$ cat config.mk
export PLATFORM = sky130hd
export DESIGN_NAME = mfgpt_bank
export DESIGN_NICKNAME = d
export VERILOG_FILES = /design/src/rtl/mfgpt_pkg.sv /design/src/rtl/mfgpt_prescaler.sv /design/src/rtl/mfgpt_cmp.sv /design/src/rtl/mfgpt_timer.sv /design/src/rtl/mfgpt_bank.sv
export SDC_FILE = /design/constraint.sdc
export NUM_CORES = 2
export LEC_CHECK = 0
export CAP_MARGIN = 20
export CELL_PAD_IN_SITES_DETAIL_PLACEMENT = 0
export CELL_PAD_IN_SITES_GLOBAL_PLACEMENT = 1
export CORE_MARGIN = 5
export CORE_UTILIZATION = 30
export CTS_CLUSTER_DIAMETER = 40
export DETAILED_ROUTE_END_ITERATION = 10
export MAX_ROUTING_LAYER = met4
export PLACE_DENSITY_LB_ADDON = 0.1
export SLEW_MARGIN = 30
export SYNTH_ARGS = -nofsm -noshare
export SYNTH_HDL_FRONTEND = slang
export SYNTH_SLANG_ARGS = --single-unit
$ cat constraint.sdc
create_clock -name clk -period 4.5 [get_ports clk]
set_clock_uncertainty 0.1 [all_clocks]
set_input_delay 0.45 -clock clk [delete_from_list [all_inputs] [get_ports clk]]
set_output_delay 0.45 -clock clk [all_outputs]
set_load 0.005 [all_outputs]
$ cat src/rtl/mfgpt_pkg.sv
package mfgpt_pkg;

  localparam int DW    = 16;
  localparam int PS_W  = 4;
  localparam int DIV_W = (1 << PS_W) - 1;
  localparam int CFG_W = 13;

  typedef enum logic [1:0] {
    CMP_OFF = 2'd0,
    CMP_EQ  = 2'd1,
    CMP_GE  = 2'd2,
    CMP_EVT = 2'd3
  } cmp_mode_e;

  // word index inside a timer window
  localparam logic [1:0] WIN_CMP1  = 2'd0;
  localparam logic [1:0] WIN_CMP2  = 2'd1;
  localparam logic [1:0] WIN_CNT   = 2'd2;
  localparam logic [1:0] WIN_SETUP = 2'd3;

  localparam int SB_CLKSEL = 4;
  localparam int SB_F1     = 13;
  localparam int SB_F2     = 14;
  localparam int SB_RUN    = 15;

  // stored config bits readable back: all of [12:0] except bit 10
  localparam logic [CFG_W-1:0] CFG_RD_MASK = 13'h1BFF;

  function automatic logic [DIV_W-1:0] presc_last(input logic [PS_W-1:0] ps);
    return DIV_W'((32'd1 << ps) - 32'd1);
  endfunction

  function automatic logic cmp_hit(input cmp_mode_e m, input logic [DW-1:0] v,
                                   input logic [DW-1:0] r);
    case (m)
      CMP_EQ, CMP_EVT: return v == r;
      CMP_GE:          return v >= r;
      default:         return 1'b0;
    endcase
  endfunction

  function automatic logic [DW-1:0] cnt_inc(input logic [DW-1:0] v);
    return v + 1'b1;
  endfunction

endpackage

$ cat src/rtl/mfgpt_prescaler.sv
module mfgpt_prescaler
  import mfgpt_pkg::*;
(
  input  logic            clk,
  input  logic            rst_n,
  input  logic            run_i,
  input  logic            tick_i,
  input  logic [PS_W-1:0] ps_i,
  output logic            step_o
);

  logic [DIV_W-1:0] div_q;

  assign step_o = run_i & tick_i & (div_q == presc_last(ps_i));

  always_ff @(posedge clk) begin
    if (!rst_n)      div_q <= '0;
    else if (!run_i) div_q <= '0;
    else if (tick_i) div_q <= step_o ? '0 : div_q + 1'b1;
  end


  div_bound_chk: assert property (@(posedge clk) disable iff (!rst_n)
    run_i |-> div_q <= presc_last(ps_i));


  div_restart_chk: assert property (@(posedge clk) disable iff (!rst_n)
    step_o |=> div_q == '0);

endmodule

$ cat src/rtl/mfgpt_cmp.sv
module mfgpt_cmp
  import mfgpt_pkg::*;
(
  input  cmp_mode_e        mode_i,
  input  logic [DW-1:0]    ref_i,
  input  logic [DW-1:0]    val_i,
  input  logic             fire_i,
  output logic             hit_o
);

  assign hit_o = fire_i & cmp_hit(mode_i, val_i, ref_i);

endmodule

$ cat src/rtl/mfgpt_timer.sv
module mfgpt_timer
  import mfgpt_pkg::*;
(
  input  logic          clk,
  input  logic          rst_n,
  input  logic          tick_a,
  input  logic          tick_b,
  input  logic          wr_cmp1_i,
  input  logic          wr_cmp2_i,
  input  logic          wr_cnt_i,
  input  logic          wr_setup_i,
  input  logic [DW-1:0] wdata_i,
  input  logic          rst_en_i,
  output logic [DW-1:0] cmp1_o,
  output logic [DW-1:0] cmp2_o,
  output logic [DW-1:0] cnt_o,
  output logic [DW-1:0] setup_o,
  output logic          rst_req_o,
  output logic          evt_o
);

  logic             locked_q;
  logic [CFG_W-1:0] cfg_q;
  logic             run_q, f1_q, f2_q, f2_d;
  logic [DW-1:0]    cmp1_q, cmp2_q, cnt_q;

  logic [PS_W-1:0]  ps;
  cmp_mode_e        mode [2];
  logic [DW-1:0]    cref [2];
  logic             hit  [2];
  logic             tick_sel, step, advance;
  logic [DW-1:0]    cnt_nx;
  logic             clr1, clr2;

  assign ps       = cfg_q[PS_W-1:0];
  assign mode[0]  = cmp_mode_e'(cfg_q[7:6]);
  assign mode[1]  = cmp_mode_e'(cfg_q[9:8]);
  assign cref[0]  = cmp1_q;
  assign cref[1]  = cmp2_q;
  assign tick_sel = cfg_q[SB_CLKSEL] ? tick_b : tick_a;
  assign cnt_nx   = cnt_inc(cnt_q);
  assign advance  = step & ~wr_cnt_i;
  assign clr1     = wr_setup_i & wdata_i[SB_F1];
  assign clr2     = wr_setup_i & wdata_i[SB_F2];

  mfgpt_prescaler u_presc (
    .clk    (clk),
    .rst_n  (rst_n),
    .run_i  (run_q),
    .tick_i (tick_sel),
    .ps_i   (ps),
    .step_o (step)
  );

  for (genvar k = 0; k < 2; k++) begin : g_cmp
    mfgpt_cmp u_cmp (
      .mode_i (mode[k]),
      .ref_i  (cref[k]),
      .val_i  (cnt_nx),
      .fire_i (advance),
      .hit_o  (hit[k])
    );
  end

  always_ff @(posedge clk) begin
    if (!rst_n) begin
      locked_q <= 1'b0;
      cfg_q    <= '0;
      run_q    <= 1'b0;
      f1_q     <= 1'b0;
      f2_q     <= 1'b0;
      f2_d     <= 1'b0;
      cmp1_q   <= '0;
      cmp2_q   <= '0;
      cnt_q    <= '0;
    end else begin
      if (wr_cmp1_i) cmp1_q <= wdata_i;
      if (wr_cmp2_i) cmp2_q <= wdata_i;
      if (wr_cnt_i)     cnt_q <= wdata_i;
      else if (advance) cnt_q <= cnt_nx;
      if (wr_setup_i) begin
        run_q <= wdata_i[SB_RUN];
        if (!locked_q) begin
          cfg_q    <= wdata_i[CFG_W-1:0];
          locked_q <= 1'b1;
        end
      end
      f1_q <= (f1_q & ~clr1) | hit[0];
      f2_q <= (f2_q & ~clr2) | hit[1];
      f2_d <= f2_q;
    end
  end

  assign cmp1_o    = cmp1_q;
  assign cmp2_o    = cmp2_q;
  assign cnt_o     = cnt_q;
  assign setup_o   = {run_q, f2_q, f1_q, cfg_q & CFG_RD_MASK};
  assign rst_req_o = f2_q & ~f2_d & rst_en_i;
  assign evt_o     = (f1_q & (mode[0] == CMP_EVT)) | (f2_q & (mode[1] == CMP_EVT));


  cfg_lock_chk: assert property (@(posedge clk) disable iff (!rst_n)
    locked_q |=> $stable(cfg_q));


  cnt_hold_chk: assert property (@(posedge clk) disable iff (!rst_n)
    (!run_q && !wr_cnt_i) |=> $stable(cnt_q));


  cnt_step_chk: assert property (@(posedge clk) disable iff (!rst_n)
    advance |=> cnt_q == $past(cnt_q) + 16'd1);


  flag_src_chk: assert property (@(posedge clk) disable iff (!rst_n)
    $rose(f2_q) |-> $past(hit[1]));


  off_mode_chk: assert property (@(posedge clk) disable iff (!rst_n)
    (mode[0] == CMP_OFF) |-> !hit[0]);


  rst_pulse_chk: assert property (@(posedge clk) disable iff (!rst_n)
    rst_req_o |=> !rst_req_o);

endmodule

$ cat src/rtl/mfgpt_bank.sv
module mfgpt_bank
  import mfgpt_pkg::*;
#(
  parameter int NUM_TMR = 6,
  parameter int ADDR_W  = 6
) (
  input  logic              clk,
  input  logic              rst_n,
  input  logic [ADDR_W-1:0] bus_addr,
  input  logic              bus_wr,
  input  logic [DW-1:0]     bus_wdata,
  output logic [DW-1:0]     bus_rdata,
  input  logic              tick_a,
  input  logic              tick_b,
  output logic [NUM_TMR-1:0] rst_req,
  output logic [NUM_TMR-1:0] evt_out
);

  localparam int WIN_SH    = 3;
  localparam int IDX_W     = ADDR_W - WIN_SH;
  localparam int WORD_W    = ADDR_W - 1;
  localparam int MASK_WORD = NUM_TMR * 4;

  logic [IDX_W-1:0]  tidx;
  logic [1:0]        wsel;
  logic [WORD_W-1:0] word_addr;
  logic              aligned, wr_ok, mask_sel;
  logic [NUM_TMR-1:0] mask_q;
  logic [DW-1:0]     rd_word [NUM_TMR][4];

  assign tidx      = bus_addr[ADDR_W-1:WIN_SH];
  assign wsel      = bus_addr[2:1];
  assign word_addr = bus_addr[ADDR_W-1:1];
  assign aligned   = ~bus_addr[0];
  assign wr_ok     = bus_wr & aligned;
  assign mask_sel  = word_addr == WORD_W'(MASK_WORD);

  always_ff @(posedge clk) begin
    if (!rst_n)                mask_q <= '0;
    else if (wr_ok && mask_sel) mask_q <= bus_wdata[NUM_TMR-1:0];
  end

  for (genvar i = 0; i < NUM_TMR; i++) begin : g_tmr
    logic tsel;
    assign tsel = wr_ok & (tidx == IDX_W'(i));

    mfgpt_timer u_tmr (
      .clk        (clk),
      .rst_n      (rst_n),
      .tick_a     (tick_a),
      .tick_b     (tick_b),
      .wr_cmp1_i  (tsel & (wsel == WIN_CMP1)),
      .wr_cmp2_i  (tsel & (wsel == WIN_CMP2)),
      .wr_cnt_i   (tsel & (wsel == WIN_CNT)),
      .wr_setup_i (tsel & (wsel == WIN_SETUP)),
      .wdata_i    (bus_wdata),
      .rst_en_i   (mask_q[i]),
      .cmp1_o     (rd_word[i][0]),
      .cmp2_o     (rd_word[i][1]),
      .cnt_o      (rd_word[i][2]),
      .setup_o    (rd_word[i][3]),
      .rst_req_o  (rst_req[i]),
      .evt_o      (evt_out[i])
    );
  end

  always_comb begin
    bus_rdata = '0;
    if (aligned) begin
      for (int i = 0; i < NUM_TMR; i++) begin
        if (tidx == IDX_W'(i)) bus_rdata = rd_word[i][wsel];
      end
      if (mask_sel) bus_rdata = DW'(mask_q);
    end
  end


  rst_mask_chk: assert property (@(posedge clk) disable iff (!rst_n)
    (rst_req & ~mask_q) == '0);


  reset_quiet_chk: assert property (@(posedge clk)
    $past(!rst_n) |-> (rst_req == '0 && evt_out == '0));

endmodule

# After elaboration in Yosys (flattened, before gate mapping)
# Index checks and enable logic that the tools add are counted.
# word_totals
romBits,0
latch_bits,0
ram_bits,0
in_bits,27
n_memories,0
regBits,492
wordCells,415
# op_classes
n_shift,6
eq_ne,63
n_lt_le_gt_ge,13
n_mux,62
reduce_logical,33
multipliers,0
div_mod_pow,0
addsub,18
n_bitwise,159
# ops
operator,count
$mux W16,32
$bmux W16 S2,6
$eq A16 B16 Y1,12
$ge A16 B16 Y1,12
$and A1 B1 Y1,109
$add A16 B1 Y16 const B,6
$add A15 B1 Y15 const B,6
$eq A15 B15 Y1,6
$mux W15,6
$shl A1 B4 Y15 const A,6
$sub A15 B1 Y15 const B,6
$eq A2 B2 Y1 const B,26
$not A1 Y1,31
$eq A2 B1 Y1 const B,13
$pmux W1 S2,12
$reduce_and A2 Y1,12
$reduce_or A2 Y1,12
$or A1 B1 Y1,18
$reduce_bool A2 Y1,6
$eq A3 B2 Y1 const B,2
$eq A3 B3 Y1 const B,2
$mux W1,6
$eq A5 B5 Y1 const B,1
$eq A3 B1 Y1 const B,1
5 further kinds,5

# Depth between registers and ports, before layout
# depth
depth_word,12
depth_mapped,16
mapped_depth_nobuf,15

# Hierarchy
# From an unflattened synthesis, not the netlist that was laid out.
# hier_totals
cells_unflattened,4033
area_unflattened_um2,34723.3
# by_module_without_submodules
mod,n_inst,area_per_inst_um2,cells_per_inst,seq_area_each_um2
mfgpt_timer at g_tmr[0].u_tmr ...,5,3032.9,322,1301.2
mfgpt_prescaler at g_tmr[0].u_tmr.u_presc ...,5,1280.0,164,300.3
mfgpt_cmp,12,429.2,60,0.0
mfgpt_bank,1,3793.6,394,120.1
mfgpt_timer at g_tmr[5].u_tmr,1,2924.1,319,1301.2
mfgpt_prescaler at g_tmr[5].u_tmr.u_presc,1,1291.2,170,300.3

# Worst setup path before layout
# Ideal clock, no wire load.
# synth_timing
path_kind,register -> register
startpoint,reg g_tmr[0].u_tmr.cfg_q[1]
endpoint,reg g_tmr[0].u_tmr.cnt_q[12]
path_buffers,4
path_slack_ns,1.133
setup_ns,0.074
t_arrival_ns,3.192
path_stages_with_launch,14
path_cell_list,dfxtp_1 > buf_2 > buf_2 > or4_1 > ha_1 > clkbuf_1 > nor3_1 > o21ai_0 > and3_1 > a2111oi_0 > nand4_1 > buf_1 > or4_1 > a31oi_1
# synth_via
elab_chain_cells,6
# synth_lines
element,line_no,rtl
from (decl),mfgpt_timer.sv:23,logic [CFG_W-1:0] cfg_q;
from (signal assigned),mfgpt_timer.sv:84,cfg_q <= wdata_i[CFG_W-1:0];
$shl A1 B4 Y15,mfgpt_pkg.sv:30,return DIV_W'((32'd1 << ps) - 32'd1);
$sub A15 B1 Y15,mfgpt_pkg.sv:30,
$eq A15 B15 Y1,mfgpt_prescaler.sv:14,assign step_o = run_i & tick_i & (div_q == presc_last(ps_i));
$and A1 B1 Y1,mfgpt_prescaler.sv:14,
$and A1 B1 Y1,mfgpt_timer.sv:42,assign advance = step & ~wr_cnt_i;
$reduce_bool A2 Y1 (no line),n/a,
to (signal assigned),mfgpt_timer.sv:79,if (wr_cnt_i) cnt_q <= wdata_i;
to (signal assigned),mfgpt_timer.sv:80,else if (advance) cnt_q <= cnt_nx;
to (decl),mfgpt_timer.sv:25,"logic [DW-1:0] cmp1_q, cmp2_q, cnt_q;"
# No other way between the ends.
# A chain may end at the register's enable or synchronous reset.

# Worst setup path after layout
# layout_timing
startpoint,in bus_addr[3]
endpoint,out bus_rdata[1]
# layout_via
elab_chain_cells,9
word_cells_on_any_way,15
cone_classes,eq/ne: 6; mux: 8; reduce/logical: 1
# layout_lines
element,line_no,rtl
from (decl),mfgpt_bank.sv:9,"input logic [ADDR_W-1:0] bus_addr,"
$logic_not A3 Y1,mfgpt_bank.sv:71,if (tidx == IDX_W'(i)) bus_rdata = rd_word[i][wsel];
$mux W16 (6 in series),mfgpt_bank.sv:71,
$mux W16 (*),mfgpt_bank.sv:73,if (mask_sel) bus_rdata = DW'(mask_q);
$mux W16 (*),mfgpt_bank.sv:69,if (aligned) begin
to (decl),mfgpt_bank.sv:12,"output logic [DW-1:0] bus_rdata,"
# Mark *: on every way between the ends. The rest lies on a longest branch, timed or not.

==> impl_metrics.yaml <==
cts:
  clk_latency_ns: 0.70
  ctsResizeCount: 0
  cts_buffers: 115
  cts_sinks: 486
  root_buffer: "clkbuf_16"
  cts_buffer_depth: 3
  htreeDepth: 3
  postCtsHoldBufs: 0
  tritoncts: "built"
  clkSlewWorstSetupHoldPaths_ns: 0.05
  post_cts_buffers: 0
detailed_routing:
  routed_wl_um: 130000
  vias_per_cell: 5.30
  ant_nets: 0
  first_pass_iters: 5
  drcViolationCount: 0
  via_count: 29700
  drtIter0Drc: 2328
  avgRoutedWirePerCell_um: 23.1
timing:
  tightest_slew_ns: 1.06
  period_needed_ns: 4.24
  relSlewSlack_pct: 29.0
  hold_violations: 0
  fmax_ghz: 0.236
  fin_crit_sh_pct: 94.2
  slew_viol_final: 0
  finalSetupViolCount: 0
  rsz0062_at_grt: "no"
  tns_ns: 0
synthesis:
  synth_async_sr_flop_share_pct: 0
  syn_area_um2: 31600
  yosysMostFrequentCell: "nand2_1"
  syn_inst: 4113
  yosys_warnings: 0
  synth_area_leaders: "dfxtp_1 31%, nand2_1 8.4%, ha_1 8.3%"
  yosysTopAreaCellShare_pct: 30.8
  synth_largest_area_cell: "dfxtp_1"
  yosys.area_share.simple_pct: 22.9
  synth_seq_cells: 486
  synth_top_family_by_area: "simple AND/OR/NAND/NOR gates"
  yosys_most_used_dff: "dfxtp_1"
  syn_avg_cell_area_um2: 7.67
  synthMuxAreaShare_pct: 6.61
  synth_xor_area_share_pct: 6.11
  seq_area_frac_synth_pct: 30.8
  yosys-top-cells-count: "707 x nand2_1, 486 x dfxtp_1, 398 x a21oi_1, 254 x nor2_1, 233 x o21ai_0"
  synth_cell_types: 84
  synth-edff-count: 0
  syn-num-nets: 4350
  synthAdderAreaFrac_pct: 8.33
  synth_compound_area_share_pct: 18.6
critical_path:
  required_ns: 3.95
  worst_ep_arrival_time_ns: 3.69
  startpoint_type: "input pin"
  path_class: "in2out"
  end_kind: "output port"
  worstPathMaxFanout: 17
layout:
  final_cells: 5598
  drive_above_1_share_pct: 10.7
  fin_nets: 4337
  stdcell_area_um2: 37800
  fillers: 11100
  area_delta_synth_final_pct: 19.7
place:
  place_inst: 5373
  portBuffers: 54
  detailed_place.area_um2: 33500
  gp_congestion: 0.893
  hpwlAfterDp_um: 92100
floorplanning:
  std_cell_rows: 119
  pin_count: 55
  die_y_um: 334
  die_area_um2: 112000
  die_x_um: 334
  initial_core_util_pct: 30.1
  core_area_um2: 105000
grt:
  grt_max_degree: 134
  antenna_found_initial: 7
  grt_usage_pct: 23.2
  grt_pass1_wl_um: 194000
  grt_pass1_vias: 28800
  overflow: 0
pwr:
  powerDensity_nw_per_um2: 377
  power.leakage_nw: 13.3
  p_total_mw: 14.2
  irDropWorstVdd_uv: 311
run:
  drv_cap: 0
run_status:
  status: "complete, no violations"
min_path:
  hold_class: "in2reg"
==> worst max-delay path, cell delays in order <==
cell             delay (ns)
clkdlybuf4s50_1        0.63
buf_4                  0.32
or3_1                  0.63
nor3_1                 0.47
a211oi_1               0.10
a31oi_1                0.46
clkdlybuf4s50_1        0.62
==> per-stage QoR <==
stage	utilization, %	worst slack, ns	hold slack [ns]
2_1_floorplan	-	1.13	0.333
3_3_place_gp	31.9	0.147	0.343
3_5_place_dp	31.9	0.135	0.348
4_1_cts	36.0	0.131	0.139
5_1_grt	36.0	0.0914	0.130
6_report	36.0	0.260	0.146
==> state kept, by name, summed over array words and instances (netlist names) <==
| name | count |
|---|---|
| g_tmr.u_tmr.cfg_q | 72 |
| g_tmr.u_tmr.cmp1_o | 96 |
| g_tmr.u_tmr.cmp2_o | 96 |
| g_tmr.u_tmr.cnt_o | 96 |
| g_tmr.u_tmr.f1_q | 6 |
| g_tmr.u_tmr.f2_d | 6 |
| g_tmr.u_tmr.f2_q | 6 |
| g_tmr.u_tmr.locked_q | 6 |
| g_tmr.u_tmr.run_q | 6 |
| g_tmr.u_tmr.u_presc.div_q | 90 |
| mask_q | 6 |
==> layout by cell type (no fill, tap or decap), types with 84 or more instances in the layout <==
cell and count:
xnor2_1 136, o21ai_0 233, nor2_1 254, a21oi_1 398, nand2_1 706, buf_4 115, xor2_1 84, clkbuf_16 115
ha_1 210, dfxtp_1 486, inv_1 224, nand3_1 139
==> per-layer routing <==
layer | wire [um] | track usage (%)
met5 | 0 | -
met3 | 6810 | 3.56
met4 | 2950 | 5.88
met1 | 63400 | 32.6
met2 | 56400 | 34.9
==> final timing paths <==
check | to | cells after the start | slack, ns | startpoint
max | bus_rdata[1] | 7 | 0.26 | bus_addr[3]
min | g_tmr[1].u_tmr.cmp2_o[5] | 3 | 0.15 | bus_wdata[5]
max reg2reg | g_tmr[1].u_tmr.f1_q | 13 | 0.38 | g_tmr[1].u_tmr.cnt_o[0]
min reg2reg | g_tmr[2].u_tmr.cfg_q[5] | 2 | 0.35 | g_tmr[2].u_tmr.cfg_q[5]
==> area by class of cell <==
| cell class | instances | area, um^2 | area share, % |
|---|---|---|---|
| well taps | 1391 | 1740 | 4.61 |
| clock inverters | 76 | 1090 | 2.90 |
| repair buffers | 168 | 1430 | 3.79 |
| flip-flops and latches | 486 | 9730 | 25.8 |
| clock buffers | 143 | 3150 | 8.35 |
| diodes | 5 | 12.5 | 0.0331 |
| multi-input cells | 3104 | 19800 | 52.3 |
| inverters | 225 | 852 | 2.26 |
==> power by group <==
group,internal (mW),switching (mW)
clock,6.19,2.96
combinational,0.210,0.510
sequential,4.33,0.0248
total,10.7,3.50
==> kinds of logic (layout without fill, tap and decap cells) <==
| logic type | Yosys count | count (layout) |
|---|---|---|
| AO/OA/AOI/OAI | 997 | 997 |
| XOR/XNOR | 220 | 220 |
| adder cells (fa/ha/maj) | 210 | 210 |
| buffers and inverters | 523 | 612 |
| flip-flops | 486 | 486 |
| multiplexers | 126 | 126 |
| other | 0 | 5 |
| AND/OR/NAND/NOR | 1551 | 1551 |
Note: power is estimated with default switching activity, not from simulation.
